==> config.mk <==
export PLATFORM = sky130hd
export DESIGN_NAME = rst_pd_qualifier
export DESIGN_NICKNAME = d
export VERILOG_FILES = /design/src/rtl/rpq_pkg.sv /design/src/rtl/rpq_sync.sv /design/src/rtl/rpq_lowtimer.sv /design/src/rtl/rpq_ctrl.sv /design/src/rtl/rst_pd_qualifier.sv
export SDC_FILE = /design/constraint.sdc
export NUM_CORES = 1
export LEC_CHECK = 0
export ABC_AREA = 1
export BUFFER_PORTS_ARGS = -buffer_cell sky130_fd_sc_hd__clkbuf_2
export CAP_MARGIN = 5
export CORE_MARGIN = 2
export CORE_UTILIZATION = 50
export CTS_CLUSTER_DIAMETER = 30
export DETAILED_ROUTE_END_ITERATION = 12
export PLACE_DENSITY_LB_ADDON = 0.2
export SLEW_MARGIN = 20
export SYNTH_ARGS = -nofsm -noshare
export SYNTH_HDL_FRONTEND = slang
export SYNTH_SLANG_ARGS = --single-unit
==> constraint.sdc <==
create_clock -name clk -period 4.8 [get_ports clk]
set_clock_uncertainty 0.15 [all_clocks]
set_input_delay 0.96 -clock clk [delete_from_list [all_inputs] [get_ports clk]]
set_output_delay 0.96 -clock clk [all_outputs]
set_load 0.01 [all_outputs]
==> src/rtl/rpq_pkg.sv <==
package rpq_pkg;

  typedef enum logic [1:0] {
    PH_RUN = 2'd0,
    PH_RST = 2'd1,
    PH_PD  = 2'd2
  } phase_e;

  // clocks covered by a number of machine cycles
  function automatic int unsigned mc_to_clks(int unsigned mcs, int unsigned per_mc);
    return mcs * per_mc;
  endfunction

  // a power-down needs strictly more than the reset window
  function automatic int unsigned beyond(int unsigned clks);
    return clks + 1;
  endfunction

  // strobes to wait before release: one, plus the stretch
  function automatic int unsigned release_strobes(int unsigned stretch_mc);
    return stretch_mc + 1;
  endfunction

endpackage

==> src/rtl/rpq_sync.sv <==
module rpq_sync #(
  parameter int unsigned W      = 3,
  parameter int unsigned STAGES = 2
) (
  input  logic         clk,
  input  logic [W-1:0] d,
  output logic [W-1:0] q
);

  genvar g;
  generate
    for (g = 0; g < STAGES; g++) begin : st
      logic [W-1:0] r;
      if (g == 0) begin : first
        always_ff @(posedge clk) r <= d;
      end else begin : chain
        always_ff @(posedge clk) r <= st[g-1].r;
      end
    end
  endgenerate

  assign q = st[STAGES-1].r;

endmodule

==> src/rtl/rpq_lowtimer.sv <==
module rpq_lowtimer #(
  parameter int unsigned THR_SHORT = 6,
  parameter int unsigned THR_LONG  = 7
) (
  input  logic clk,
  input  logic lvl,
  output logic hit_short,
  output logic hit_long
);

  localparam int unsigned CMAX = (THR_LONG > THR_SHORT) ? THR_LONG : THR_SHORT;
  localparam int unsigned CW   = $clog2(CMAX + 1);

  logic [CW-1:0] cnt;

  // restarts whenever the level is high, saturates at CMAX
  always_ff @(posedge clk) begin
    if (lvl)                    cnt <= '0;
    else if (cnt != CW'(CMAX))  cnt <= cnt + 1'b1;
  end

  assign hit_short = (cnt >= CW'(THR_SHORT));
  assign hit_long  = (cnt >= CW'(THR_LONG));

endmodule

==> src/rtl/rpq_ctrl.sv <==
module rpq_ctrl
  import rpq_pkg::*;
#(
  parameter int unsigned REL_STROBES = 2
) (
  input  logic   clk,
  input  logic   mc_stb,
  input  logic   rst_lvl,
  input  logic   hwpd_lvl,
  input  logic   rst_hit,
  input  logic   hwpd_hit,
  input  logic   hwpd_long,
  output phase_e phase,
  output logic   rel_fire
);

  localparam int unsigned RCW = $clog2(REL_STROBES + 1);

  logic [RCW-1:0] rel_cnt;
  logic           stretch;
  logic           any_low;
  logic           any_hit;
  logic [RCW-1:0] need_m1;

  assign any_low  = !rst_lvl || !hwpd_lvl;
  assign any_hit  = rst_hit || hwpd_hit || hwpd_long;
  assign need_m1  = stretch ? RCW'(REL_STROBES - 1) : '0;
  assign rel_fire = (phase != PH_RUN) && !any_hit && !any_low && mc_stb
                    && (rel_cnt == need_m1);

  always_ff @(posedge clk) begin
    if (hwpd_long) begin
      phase   <= PH_PD;
      stretch <= 1'b1;
      rel_cnt <= '0;
    end else if (any_hit) begin
      if (phase == PH_RUN) phase <= PH_RST;
      rel_cnt <= '0;
    end else begin
      if (rel_fire) begin
        phase   <= PH_RUN;
        stretch <= 1'b0;
        rel_cnt <= '0;
      end else begin
        if (phase == PH_PD && hwpd_lvl) phase <= PH_RST;
        if (phase != PH_RUN && !any_low && mc_stb) rel_cnt <= rel_cnt + 1'b1;
        else if (any_low)                          rel_cnt <= '0;
      end
    end
  end

  // entry into power-down only after a long low on the power-down pin
  assert_pd_needs_long_R4: assert property (@(posedge clk) disable iff (!rst_lvl)
    (phase == PH_PD && $past(phase) != PH_PD) |-> $past(hwpd_long));

  // leaving power-down always passes through reset, never straight to run
  assert_pd_exit_to_reset_R5: assert property (@(posedge clk) disable iff (!rst_lvl)
    ($past(phase) == PH_PD && phase != PH_PD) |-> (phase == PH_RST));

endmodule

==> src/rtl/rst_pd_qualifier.sv <==
module rst_pd_qualifier
  import rpq_pkg::*;
#(
  parameter int unsigned OSC_PER_MC    = 6,
  parameter int unsigned RST_LOW_MC    = 2,
  parameter int unsigned HWPD_RST_MC   = 1,
  parameter int unsigned PD_STRETCH_MC = 1,
  parameter int unsigned SYNC_STAGES   = 2
) (
  input  logic clk,
  input  logic mc_stb,
  input  logic rst_pin_n,
  input  logic hwpd_pin_n,
  input  logic pe_strap,
  input  logic idle_st,
  input  logic swpd_st,
  output logic sys_rst,
  output logic hw_pd,
  output logic pins_float,
  output logic wdt_autostart,
  output logic sw_pd_allowed,
  output logic cpur_n
);

  localparam int unsigned RST_THR     = mc_to_clks(RST_LOW_MC, OSC_PER_MC);
  localparam int unsigned HWPD_RST_TH = mc_to_clks(HWPD_RST_MC, OSC_PER_MC);
  localparam int unsigned HWPD_PD_TH  = beyond(HWPD_RST_TH);
  localparam int unsigned REL_STB     = release_strobes(PD_STRETCH_MC);

  logic [2:0] pin_raw, pin_sync;
  logic       rst_lvl, hwpd_lvl, pe_lvl;
  logic       rst_hit, rst_hit_l;
  logic       hwpd_hit, hwpd_long;
  logic       rel_fire;
  phase_e     phase;

  assign pin_raw = {pe_strap, hwpd_pin_n, rst_pin_n};

  rpq_sync #(.W(3), .STAGES(SYNC_STAGES)) u_sync (
    .clk (clk),
    .d   (pin_raw),
    .q   (pin_sync)
  );

  assign rst_lvl  = pin_sync[0];
  assign hwpd_lvl = pin_sync[1];
  assign pe_lvl   = pin_sync[2];

  rpq_lowtimer #(.THR_SHORT(RST_THR), .THR_LONG(RST_THR)) u_rst_tmr (
    .clk       (clk),
    .lvl       (rst_lvl),
    .hit_short (rst_hit),
    .hit_long  (rst_hit_l)
  );

  rpq_lowtimer #(.THR_SHORT(HWPD_RST_TH), .THR_LONG(HWPD_PD_TH)) u_hwpd_tmr (
    .clk       (clk),
    .lvl       (hwpd_lvl),
    .hit_short (hwpd_hit),
    .hit_long  (hwpd_long)
  );

  rpq_ctrl #(.REL_STROBES(REL_STB)) u_ctrl (
    .clk       (clk),
    .mc_stb    (mc_stb),
    .rst_lvl   (rst_lvl),
    .hwpd_lvl  (hwpd_lvl),
    .rst_hit   (rst_hit | rst_hit_l),
    .hwpd_hit  (hwpd_hit),
    .hwpd_long (hwpd_long),
    .phase     (phase),
    .rel_fire  (rel_fire)
  );

  assign sys_rst = (phase != PH_RUN);
  assign hw_pd   = (phase == PH_PD);

  // strap captured only at the clock that ends reset
  always_ff @(posedge clk) begin
    if (rel_fire) begin
      wdt_autostart <= pe_lvl;
      sw_pd_allowed <= !pe_lvl;
    end
  end

  always_ff @(posedge clk) begin
    pins_float <= hw_pd;
    cpur_n     <= sys_rst | hw_pd | idle_st | swpd_st;
  end

  // floating pins only while the device is held in reset
  assert_float_implies_reset_R4: assert property (@(posedge clk) disable iff (!rst_pin_n)
    pins_float |-> sys_rst);

  // reset is released only on a machine-cycle strobe
  assert_release_on_strobe_R2: assert property (@(posedge clk) disable iff (!rst_pin_n)
    $fell(sys_rst) |-> $past(mc_stb));

  // strap outputs frozen while running
  assert_strap_hold_R6: assert property (@(posedge clk) disable iff (!rst_pin_n)
    (!sys_rst && !$past(sys_rst)) |-> ($stable(wdt_autostart) && $stable(sw_pd_allowed)));

  // a low-power status forces the running line high on the next clock
  assert_cpur_lowpower_R7: assert property (@(posedge clk) disable iff (!rst_pin_n)
    (idle_st || swpd_st || hw_pd) |=> cpur_n);

endmodule

==> Word level (Yosys, flattened, before mapping) <==
Index checks and enable logic that the tools add are counted.
{ "totals": {"ff_bits": 22, "inputBits": 7, "output_inout_bits": 6, "elab_cells": 55} }
{ "op_classes": {"add_sub_neg": 3, "magnitude_cmp": 3, "eq_ne": 5, "muxes": 7, "n_bitwise": 4, "n_reduce_logical": 22} }
{ "op_table": {"columns": ["cell", "count"], "rows": [
  ["$mux 2", 6],
  ["$logic_and 1x1->1", 7],
  ["$ge 3x3->1 const B", 2],
  ["$logic_not 1->1", 5],
  ["$add 4x1->4 const B", 1],
  ["$ge 4x4->1 const B", 1],
  ["$ne 4x4->1 const B", 1],
  ["$reduce_and 2->1", 2],
  ["$reduce_bool 2->1", 2],
  ["$add 3x1->3 const B", 1],
  ["$logic_or 1x1->1", 3],
  ["$ne 3x3->1 const B", 1],
  ["$or 1x1->1", 3],
  ["$reduce_bool 3->1", 1],
  ["$reduce_or 3->1", 1],
  ["$add 2x1->2 const B", 1],
  ["$eq 2x2->1", 1],
  ["$eq 2x2->1 const B", 1],
  ["$logic_not 2->1", 1],
  ["$ne 2x2->1 const B", 1],
  ["$mux 1", 1],
  ["$not 1->1", 1]
]} }

==> Logic depth before layout (Yosys ltp) <==
Gate-level depths: netlist of run 1.
{ "logic_depth": {"ltp_word": 10, "ltp_mapped": 10, "ltp_nobuf": 10} }

==> Cells and area by module <==
Synthesis of run 1 repeated with hierarchy kept, for this count alone.
{ "unflattened": {"hier_cells": 123, "hier_area_um2": 940.9} }
{ "by_module_without_submodules": {"columns": ["mod", "n_inst", "cells_per_inst", "area_each_um2"], "rows": [
  ["rpq_ctrl", 1, 41, 275.3],
  ["rpq_lowtimer (u_rst_tmr)", 1, 38, 239.0],
  ["rpq_lowtimer (u_hwpd_tmr)", 1, 26, 173.9],
  ["rst_pd_qualifier", 1, 12, 132.6],
  ["rpq_sync", 1, 6, 120.1]
]} }

==> Least setup slack after synthesis of run 1 <==
OpenSTA, ideal clock, no wires.
{ "synth_path": {"kind": "in2reg", "from": "in mc_stb", "to": "reg sw_pd_allowed (enable)", "t_arrival_ns": 1.341, "slack_ns": 3.004, "stages": 4, "path_cell_list": "nand3_2 nor2_2 nand2_2 nor2_2"} }
{ "synth_via": {"elab_chain_cells": 2} }
{ "synth_rtl": {"columns": ["element", "line", "source"], "rows": [
  ["start, declared", "rst_pd_qualifier.sv:11", "input logic mc_stb,"],
  ["$logic_and 1x1->1", "rpq_ctrl.sv:28", "assign rel_fire = (phase != PH_RUN) && !any_hit && !any_low && mc_stb"],
  ["$logic_and 1x1->1", "rpq_ctrl.sv:29", "&& (rel_cnt == need_m1);"],
  ["named net rel_fire", "rst_pd_qualifier.sv:34", "logic rel_fire;"],
  ["end signal, assigned", "rst_pd_qualifier.sv:82", "sw_pd_allowed <= !pe_lvl;"],
  ["end, declared", "rst_pd_qualifier.sv:21", "output logic sw_pd_allowed,"]
]} }
The timed path passes the listed nets, and every way through them passes these cells.
A chain may end at the register's enable or synchronous reset.

==> Worst setup path after layout of run 1 <==
{ "layout_path": {"from": "reg u_ctrl.phase[1]", "to": "out hw_pd"} }
{ "layout_via": {"elab_chain_cells": 1} }
{ "layout_rtl": {"columns": ["element", "line", "source"], "rows": [
  ["start, declared", "rpq_ctrl.sv:13", "output phase_e phase,"],
  ["start signal, assigned", "rpq_ctrl.sv:33", "phase <= PH_PD;"],
  ["start signal, assigned", "rpq_ctrl.sv:37", "if (phase == PH_RUN) phase <= PH_RST;"],
  ["start signal, assigned", "rpq_ctrl.sv:41", "phase <= PH_RUN;"],
  ["$eq 2x2->1", "rst_pd_qualifier.sv:76", "assign hw_pd = (phase == PH_PD);"],
  ["end, declared", "rst_pd_qualifier.sv:18", "output logic hw_pd,"]
]} }
No other way between the ends.

==> impl_metrics.json, run 1 <==
{
  "ys_seq_elements": 22,
  "first_pass_iters": 4,
  "grt_pass1_wl_um": 2320,
  "core_mm2": 0.00171,
  "setup_viol_count_final": 0,
  "hold_class": "reg -> reg",
  "clock_latency_ns": 0.30,
  "nets": 130,
  "setup_tns_ns": 0,
  "grt_overflow_total": 0,
  "yosysWarnings": 0,
  "cts-resized-gates": 0,
  "dr.first_iter.drc_count": 1,
  "arrival_ns": 1.11,
  "viasPerCell": 4.51,
  "max_freq_mhz": 450,
  "hold_buffers": 0,
  "synthesis.area_um2": 897,
  "grt_max_degree": 13,
  "r2r-end": "wdt_autostart",
  "synth.distinct_cells": 21,
  "cts_setup_buffers": 0,
  "hold_slack_ns": 0.190,
  "yosysSeqAreaShare": 0.513,
  "drive_above_1_share": 0.274,
  "drc": 0,
  "hold_depth": 0,
  "rsz0062_at_grt": "no",
  "startpoint_type": "register",
  "relSlewSlack": 0.831,
  "htreeDepth": 1,
  "fp.dieW_um": 46.4,
  "path_class": "reg -> out",
  "die_area_mm2": 0.00215,
  "synth_fp_nets": 113,
  "path_max_fanout": 3,
  "tightest_slew_ns": 0.254,
  "fillers": 161,
  "ant_nets": 0,
  "max-cap-violations": 0,
  "rr_startpoint": "u_hwpd_tmr.cnt[0]",
  "rows": 15,
  "hold_violations": 0,
  "status": "finished, final reports clean",
  "wl_per_cell_um": 9.32,
  "clk_pin_slew_worst_paths_ns": 0.12,
  "seqCellArea_um2": 460,
  "ff2ff_path_depth": 7,
  "diodes": 0,
  "synthCells": 101,
  "crit_required_ns": 3.69,
  "crit_path_end_kind": "primary output",
  "clockBufferDepth": 2,
  "reg2reg_slack_ns": 3.08,
  "wl_um": 1320,
  "whs_endpoint": "u_sync.q[0]",
  "layout_worst_path_cycle_share": 0.463,
  "vias": 641,
  "leakage_nw": 0.521,
  "cts_buffers": 3,
  "place.detailed.hpwl_um": 1040,
  "cts_tree": "done",
  "clock_tree.root_cell": "clkbuf_4",
  "area_growth_syn_to_layout_pct": 13.1,
  "gp_congestion": 0.727,
  "port_buffers": 12,
  "grt_use_total": 0.159,
  "syn_area_per_cell_um2": 8.88,
  "period_needed_ns": 2.22,
  "powerDensity_mw_per_mm2": 390,
  "initial_core_util": 0.525,
  "irDropWorstVdd_v": 0.000179,
  "multiInputGateArea_um2": 369,
  "antenna_found_initial": 0,
  "ioPinCount": 13,
  "grt_pass1_vias": 575,
  "die_y_um": 46.4,
  "min-delay-start": "u_sync.st[0].r[0]",
  "finalMaxSlewViolations": 0,
  "clock-sinks": 22
}
[final cells by class]
| cell class | count | share of cell area |
|---|---|---|
| clock buffers | 3 | 0.0222 |
| clock inverters | 1 | 0.00370 |
| inverters | 18 | 0.0666 |
| multi-input cells | 61 | 0.364 |
| flip-flops and latches | 22 | 0.454 |
| well taps | 25 | 0.0308 |
| repair buffers | 12 | 0.0592 |
[worst max path at each step]
stage | from | end | slack (ns)
after floorplan | mc_stb | sw_pd_allowed | 3.00
after global placement | mc_stb | sw_pd_allowed | 2.86
after detailed placement | mc_stb | sw_pd_allowed | 2.84
after CTS | u_ctrl.phase[1] | hw_pd | 2.57
after global routing | u_ctrl.phase[1] | hw_pd | 2.51
final | u_ctrl.phase[1] | hw_pd | 2.58
[critical path, stage by stage (launching register included)]
cell and delay [ns]:
dfxtp_1 0.42, inv_1 0.06, nor2_1 0.17, clkbuf_2 0.17
[cell usage after synthesis, drive strengths merged]
master / number / area share
xor2: 1 / 0.0098
nor3: 1 / 0.0056
a211oi: 1 / 0.0084
nor3b: 1 / 0.014
ha: 5 / 0.070
nor2: 12 / 0.075
dfxtp: 20 / 0.45
o21ai: 6 / 0.033
nand2: 22 / 0.10
xnor2: 1 / 0.0098
edfxtp: 2 / 0.067
a21oi: 6 / 0.038
inv: 18 / 0.075
nand3: 5 / 0.045
[registers in the layout, indices dropped and copies added (netlist names), 2 cells and up]
name / flops
u_ctrl.phase: 2
u_hwpd_tmr.cnt: 3
u_sync.st.r: 3
u_sync.q: 3
u_rst_tmr.cnt: 4
u_ctrl.rel_cnt: 2
[report_power, final]
group | switching, mW | internal, mW | total [mW]
Combinational | 0.0487 | 0.0347 | 0.0834
Clock | 0.0525 | 0.0303 | 0.0828
Sequential | 0.0191 | 0.210 | 0.229
[routing by layer]
metal | GRT usage | wire length (um)
met3 | 0.0471 | 44
met5 | 0 | 0
met1 | 0.171 | 575
met2 | 0.267 | 689
met4 | 0.103 | 15
[through the flow]
step / instances / power (mW) / worst slack (ns) / area, um^2 / util
6_report: 142 / 0.395 / 2.58 / 1010 / 0.594
5_1_grt: 142 / 0.423 / 2.51 / 1010 / 0.594
4_1_cts: 142 / 0.400 / 2.57 / 1010 / 0.594
3_5_place_dp: 138 / 0.318 / 2.84 / 988 / 0.579
3_3_place_gp: 138 / 0.315 / 2.86 / 988 / 0.579
2_1_floorplan: 101 / 0.293 / 3.00 / 897 / -
[cells by family after synthesis]
| logic type | synth area share |
|---|---|
| AO/OA/AOI/OAI | 0.0795 |
| AND/OR/NAND/NOR | 0.243 |
| flip-flops | 0.513 |
| XOR/XNOR | 0.0195 |
| adder cells (fa/ha/maj) | 0.0697 |
| buffers and inverters | 0.0753 |
[layout by cell type, fill, tap and decap left out, drive strengths merged]
master	netlist	layout
clkinv	0	1
nor2	12	12
xnor2	1	1
inv	18	18
clkbuf	0	15
dfxtp	20	20
o21ai	6	6
edfxtp	2	2
nor3	1	1
xor2	1	1
ha	5	5
nand3	5	5
nand2	22	22
a211oi	1	1
nor3b	1	1
a21oi	6	6
No activity file was read; power rests on OpenSTA's default activity.
==> inputs of run 2 (changes only) <==
clock period = 2.1 ns   (was 4.8 ns; I/O delays follow)
==> impl_metrics.json, run 2 (synthesis results as in run 1) <==
{
  "ff2ff_path_depth": 7,
  "grt_overflow_total": 0,
  "power_mw": 1.03,
  "irDropWorstVdd_v": 0.000645,
  "status": "finished, final reports clean",
  "postPlaceCellArea_um2": 988,
  "largest_reg_flops": 4,
  "min-delay-start": "hwpd_pin_n",
  "grt_max_degree": 14,
  "nets": 130,
  "max_freq_mhz": 585,
  "hold_buffers": 0,
  "setup_viol_count_final": 0,
  "max-cap-violations": 0,
  "vias": 638,
  "wl_um": 1300,
  "rr_startpoint": "u_hwpd_tmr.cnt[1]",
  "cts_tree": "done",
  "arrival_ns": 1.58,
  "antenna_found_initial": 0,
  "area_growth_syn_to_layout_pct": 16.0,
  "reg2reg_slack_ns": 0.39,
  "regMostFlops": "u_rst_tmr.cnt",
  "finalMaxSlewViolations": 0,
  "final_cell_count_no_fill": 142,
  "die_y_um": 46.4,
  "cts_buffers": 3,
  "ioPinCount": 13,
  "initial_core_util": 0.525,
  "setup_slack_ns": 0.391,
  "powerDensity_mw_per_mm2": 987,
  "clock_tree.root_cell": "clkbuf_4",
  "tightest_slew_ns": 0.239,
  "rsz0062_at_grt": "no",
  "hold_depth": 1,
  "dr.first_iter.drc_count": 10,
  "diodes": 0,
  "first_pass_iters": 4,
  "cts_setup_buffers": 0,
  "clock_latency_ns": 0.30,
  "grt_use_total": 0.139,
  "grt_pass1_vias": 528,
  "viasPerCell": 4.49,
  "fp.dieW_um": 46.4,
  "fin_util": 0.610,
  "hold_slack_ns": 0.0582,
  "preCtsSetupSlack_ns": 0.394,
  "relSlewSlack": 0.840,
  "clock-sinks": 22,
  "gp_congestion": 0.723,
  "slowest_stage": "dfxtp_1",
  "wl_per_cell_um": 9.16,
  "grt_pass1_wl_um": 2060,
  "drc": 0,
  "finish.instance_area_mm2": 0.00104,
  "hold_class": "in -> reg",
  "drive_above_1_share": 0.282,
  "hold_violations": 0,
  "cts-resized-gates": 0,
  "r2r-end": "sw_pd_allowed",
  "mostFrequentLayoutCells": "dfxtp_1 (20), nand2_1 (18), inv_1 (15), clkbuf_2 (12), nor2_1 (7)",
  "leakage_nw": 0.534,
  "whs_endpoint": "u_sync.st[0].r[1]",
  "crit_path_end_kind": "register",
  "startpoint_type": "register",
  "max_stage_delay_ns": 0.37,
  "crit_required_ns": 1.97,
  "path_max_fanout": 5,
  "dp_cells": 138,
  "core_mm2": 0.00171,
  "final_common_cell": "dfxtp_1",
  "die_area_mm2": 0.00215,
  "path_class": "reg -> reg",
  "setup_tns_ns": 0,
  "period_needed_ns": 1.71,
  "layout_worst_path_cycle_share": 0.814,
  "clockBufferDepth": 2,
  "cp_cell_sequence": "ha_1 > ha_1 > inv_2 > nand2_2 > nor2_4 > inv_2 > nor2_2",
  "rows": 15,
  "htreeDepth": 1,
  "place.detailed.hpwl_um": 1070,
  "clk_pin_slew_worst_paths_ns": 0.12,
  "ant_nets": 0,
  "port_buffers": 12
}
run 2: cell type report:
class / count / area (um^2)
fill: 154 / 667
sequential: 22 / 460
multi-input combinational: 61 / 369
inverter: 18 / 67.6
timing repair buffer: 12 / 60.1
tap: 25 / 31.3
clock inverter: 1 / 30.0
clock buffer: 3 / 22.5
run 2: layer usage:
layer  vias to the layer above  global-route usage  wire, um
met4                         0              0.0686         5
met2                        11               0.233       637
met3                         2              0.0235        44
met5                         -                   0         0
li1                        346                   -         -
met1                       279               0.169       614
run 2: how the worst max path moves through the flow:
stage | startpoint | endpoint | slack (ns) | depth (start not counted)
floorplan | u_hwpd_tmr.cnt[0] | sw_pd_allowed | 0.49 | 7
global placement | u_hwpd_tmr.cnt[1] | sw_pd_allowed | 0.44 | 7
detailed placement | u_hwpd_tmr.cnt[1] | sw_pd_allowed | 0.39 | 7
CTS | u_hwpd_tmr.cnt[1] | sw_pd_allowed | 0.38 | 7
global route | u_hwpd_tmr.cnt[1] | sw_pd_allowed | 0.33 | 7
finish | u_hwpd_tmr.cnt[1] | sw_pd_allowed | 0.39 | 7
run 2: worst max-delay path, delay by kind of cell (launching register included):
family                   cells  cell delay (ns)
flip-flops                   1             0.37
AND/OR/NAND/NOR              3             0.35
buffers and inverters        2             0.15
adder cells (fa/ha/maj)      2             0.41
run 2: power by group:
part           internal (mW)  leakage, nW  switching, mW
registers              0.480        0.184         0.0441
clock network          0.193       0.0279          0.123
logic                 0.0792        0.322          0.109
total                  0.752        0.534          0.276
==> inputs of run 3 (changes only) <==
clock period = 1.6 ns   (was 2.1 ns; I/O delays follow)
==> impl_metrics.json, run 3 (synthesis results as in run 1) <==
{
  "crit_path_end_kind": "register",
  "mostFrequentLayoutCells": "nand2_1 (17), dfxtp_1 (17), inv_1 (15), clkbuf_2 (12), nor2_1 (7)",
  "crit_cells": 7,
  "clockBufferDepth": 2,
  "rows": 15,
  "finalMaxSlewViolations": 0,
  "max_stage_delay_ns": 0.35,
  "drive_above_1_share": 0.365,
  "wl_per_cell_um": 8.81,
  "htreeDepth": 1,
  "max_freq_mhz": 654,
  "critPathTopFamily": "flip-flops",
  "vias": 662,
  "hold_class": "in -> reg",
  "grt_overflow_total": 0,
  "setup_viol_count_final": 0,
  "fin_util": 0.664,
  "initial_core_util": 0.525,
  "relSlewSlack": 0.866,
  "clock-sinks": 22,
  "die_y_um": 46.4,
  "wl_um": 1330,
  "hold_violations": 0,
  "grt_use_total": 0.158,
  "viasPerCell": 4.38,
  "grt_max_degree": 14,
  "max-cap-violations": 0,
  "grt_pass1_vias": 591,
  "first_pass_iters": 4,
  "path_class": "reg -> reg",
  "clk_pin_slew_worst_paths_ns": 0.12,
  "arrival_ns": 1.41,
  "ioPinCount": 13,
  "diodes": 0,
  "largest_reg_flops": 4,
  "fp.dieW_um": 46.4,
  "antenna_found_initial": 0,
  "dr.first_iter.drc_count": 5,
  "clock_latency_ns": 0.30,
  "cp-startpoint": "u_hwpd_tmr.cnt[0]",
  "area_growth_syn_to_layout_pct": 26.5,
  "irDropWorstVdd_v": 0.000928,
  "reg2reg_slack_ns": 0.07,
  "core_mm2": 0.00171,
  "seqCellArea_um2": 464,
  "crit_required_ns": 1.48,
  "crit_end": "sw_pd_allowed",
  "grt_pass1_wl_um": 2360,
  "setup_tns_ns": 0,
  "min-delay-start": "swpd_st",
  "clock_tree.root_cell": "clkbuf_4",
  "place.detailed.hpwl_um": 1020,
  "ant_nets": 0,
  "cts_tree": "done",
  "cts_buffers": 3,
  "powerDensity_mw_per_mm2": 1210,
  "hold_slack_ns": 0.0323,
  "startpoint_type": "register",
  "path_max_fanout": 4,
  "status": "finished, final reports clean",
  "tightest_slew_ns": 0.200,
  "drc": 0,
  "ff2ff_path_depth": 7,
  "slowest_stage": "dfxtp_2",
  "multiInputGateArea_um2": 384,
  "leakage_nw": 0.572,
  "die_area_mm2": 0.00215,
  "cp_cell_sequence": "ha_2 > ha_2 > inv_2 > nand2_2 > nor2_4 > inv_2 > nor2_4",
  "port_buffers": 12,
  "nets": 139,
  "rr_startpoint": "u_hwpd_tmr.cnt[0]",
  "critical_path_buf_inv_count": 2,
  "rsz0062_at_grt": "no",
  "period_needed_ns": 1.53,
  "fillers": 151,
  "gp_congestion": 0.670,
  "r2r-end": "sw_pd_allowed",
  "final_cell_count_no_fill": 151,
  "regMostFlops": "u_rst_tmr.cnt",
  "dp_cells": 143,
  "layout_worst_path_cycle_share": 0.956
}
==> run 3: layer usage <==
metal	share of wire	wire length [um]	GRT usage	vias to the layer above
li1	-	-	-	366
met1	0.49	649	0.207	281
met2	0.46	609	0.239	10
met3	0.026	34	0.0235	5
met4	0.029	38	0.103	0
met5	0	0	0	-
==> run 3: final cells by class <==
type	instances	area share
timing repair buffer	21	0.119
inverter	18	0.0595
clock inverter	1	0.0265
sequential	22	0.409
clock buffer	3	0.0198
multi-input combinational	61	0.338
tap	25	0.0276
==> run 3: per-stage QoR <==
stage	area, um^2	setup slack [ns]	total power, mW
after floorplan	902	0.0120	0.881
after global placement	1030	0.0518	0.957
after detailed placement	1030	0.0197	0.964
after CTS	1110	0.00495	1.39
after global routing	1130	0.00295	1.46
final	1130	0.0712	1.38
==> run 3: worst min path at each step <==
stage,to,slack [ns],cells past startpoint
global placement,u_sync.q[1],0.16,0
detailed placement,u_sync.q[1],0.16,0
global route,cpur_n,0.03,3
CTS,cpur_n,0.03,3
finish,cpur_n,0.03,3
floorplan,u_sync.q[0],0.16,0
==> run 3: what timing repair did <==
action                                 4_1_cts  5_1_grt
endpoints found under the hold margin        3        0
hold buffers                                 3        0
setup buffers                                0        1
resized for setup                            0        7
setup endpoints to repair                    0        5
==> run 3: worst register-to-register path: stages (launching register included) <==
cell,delay [ns]
dfxtp_2,0.35
ha_2,0.17
ha_2,0.18
inv_2,0.06
nand2_2,0.07
nor2_4,0.10
inv_2,0.06
nor2_4,0.12
==> run 3: report_power, final <==
group | total, mW | internal (mW) | switching, mW | leakage (nW)
Combinational | 0.274 | 0.119 | 0.155 | 0.360
Sequential | 0.686 | 0.633 | 0.0529 | 0.185
Clock | 0.415 | 0.253 | 0.162 | 0.0279
Total | 1.38 | 1.01 | 0.370 | 0.572
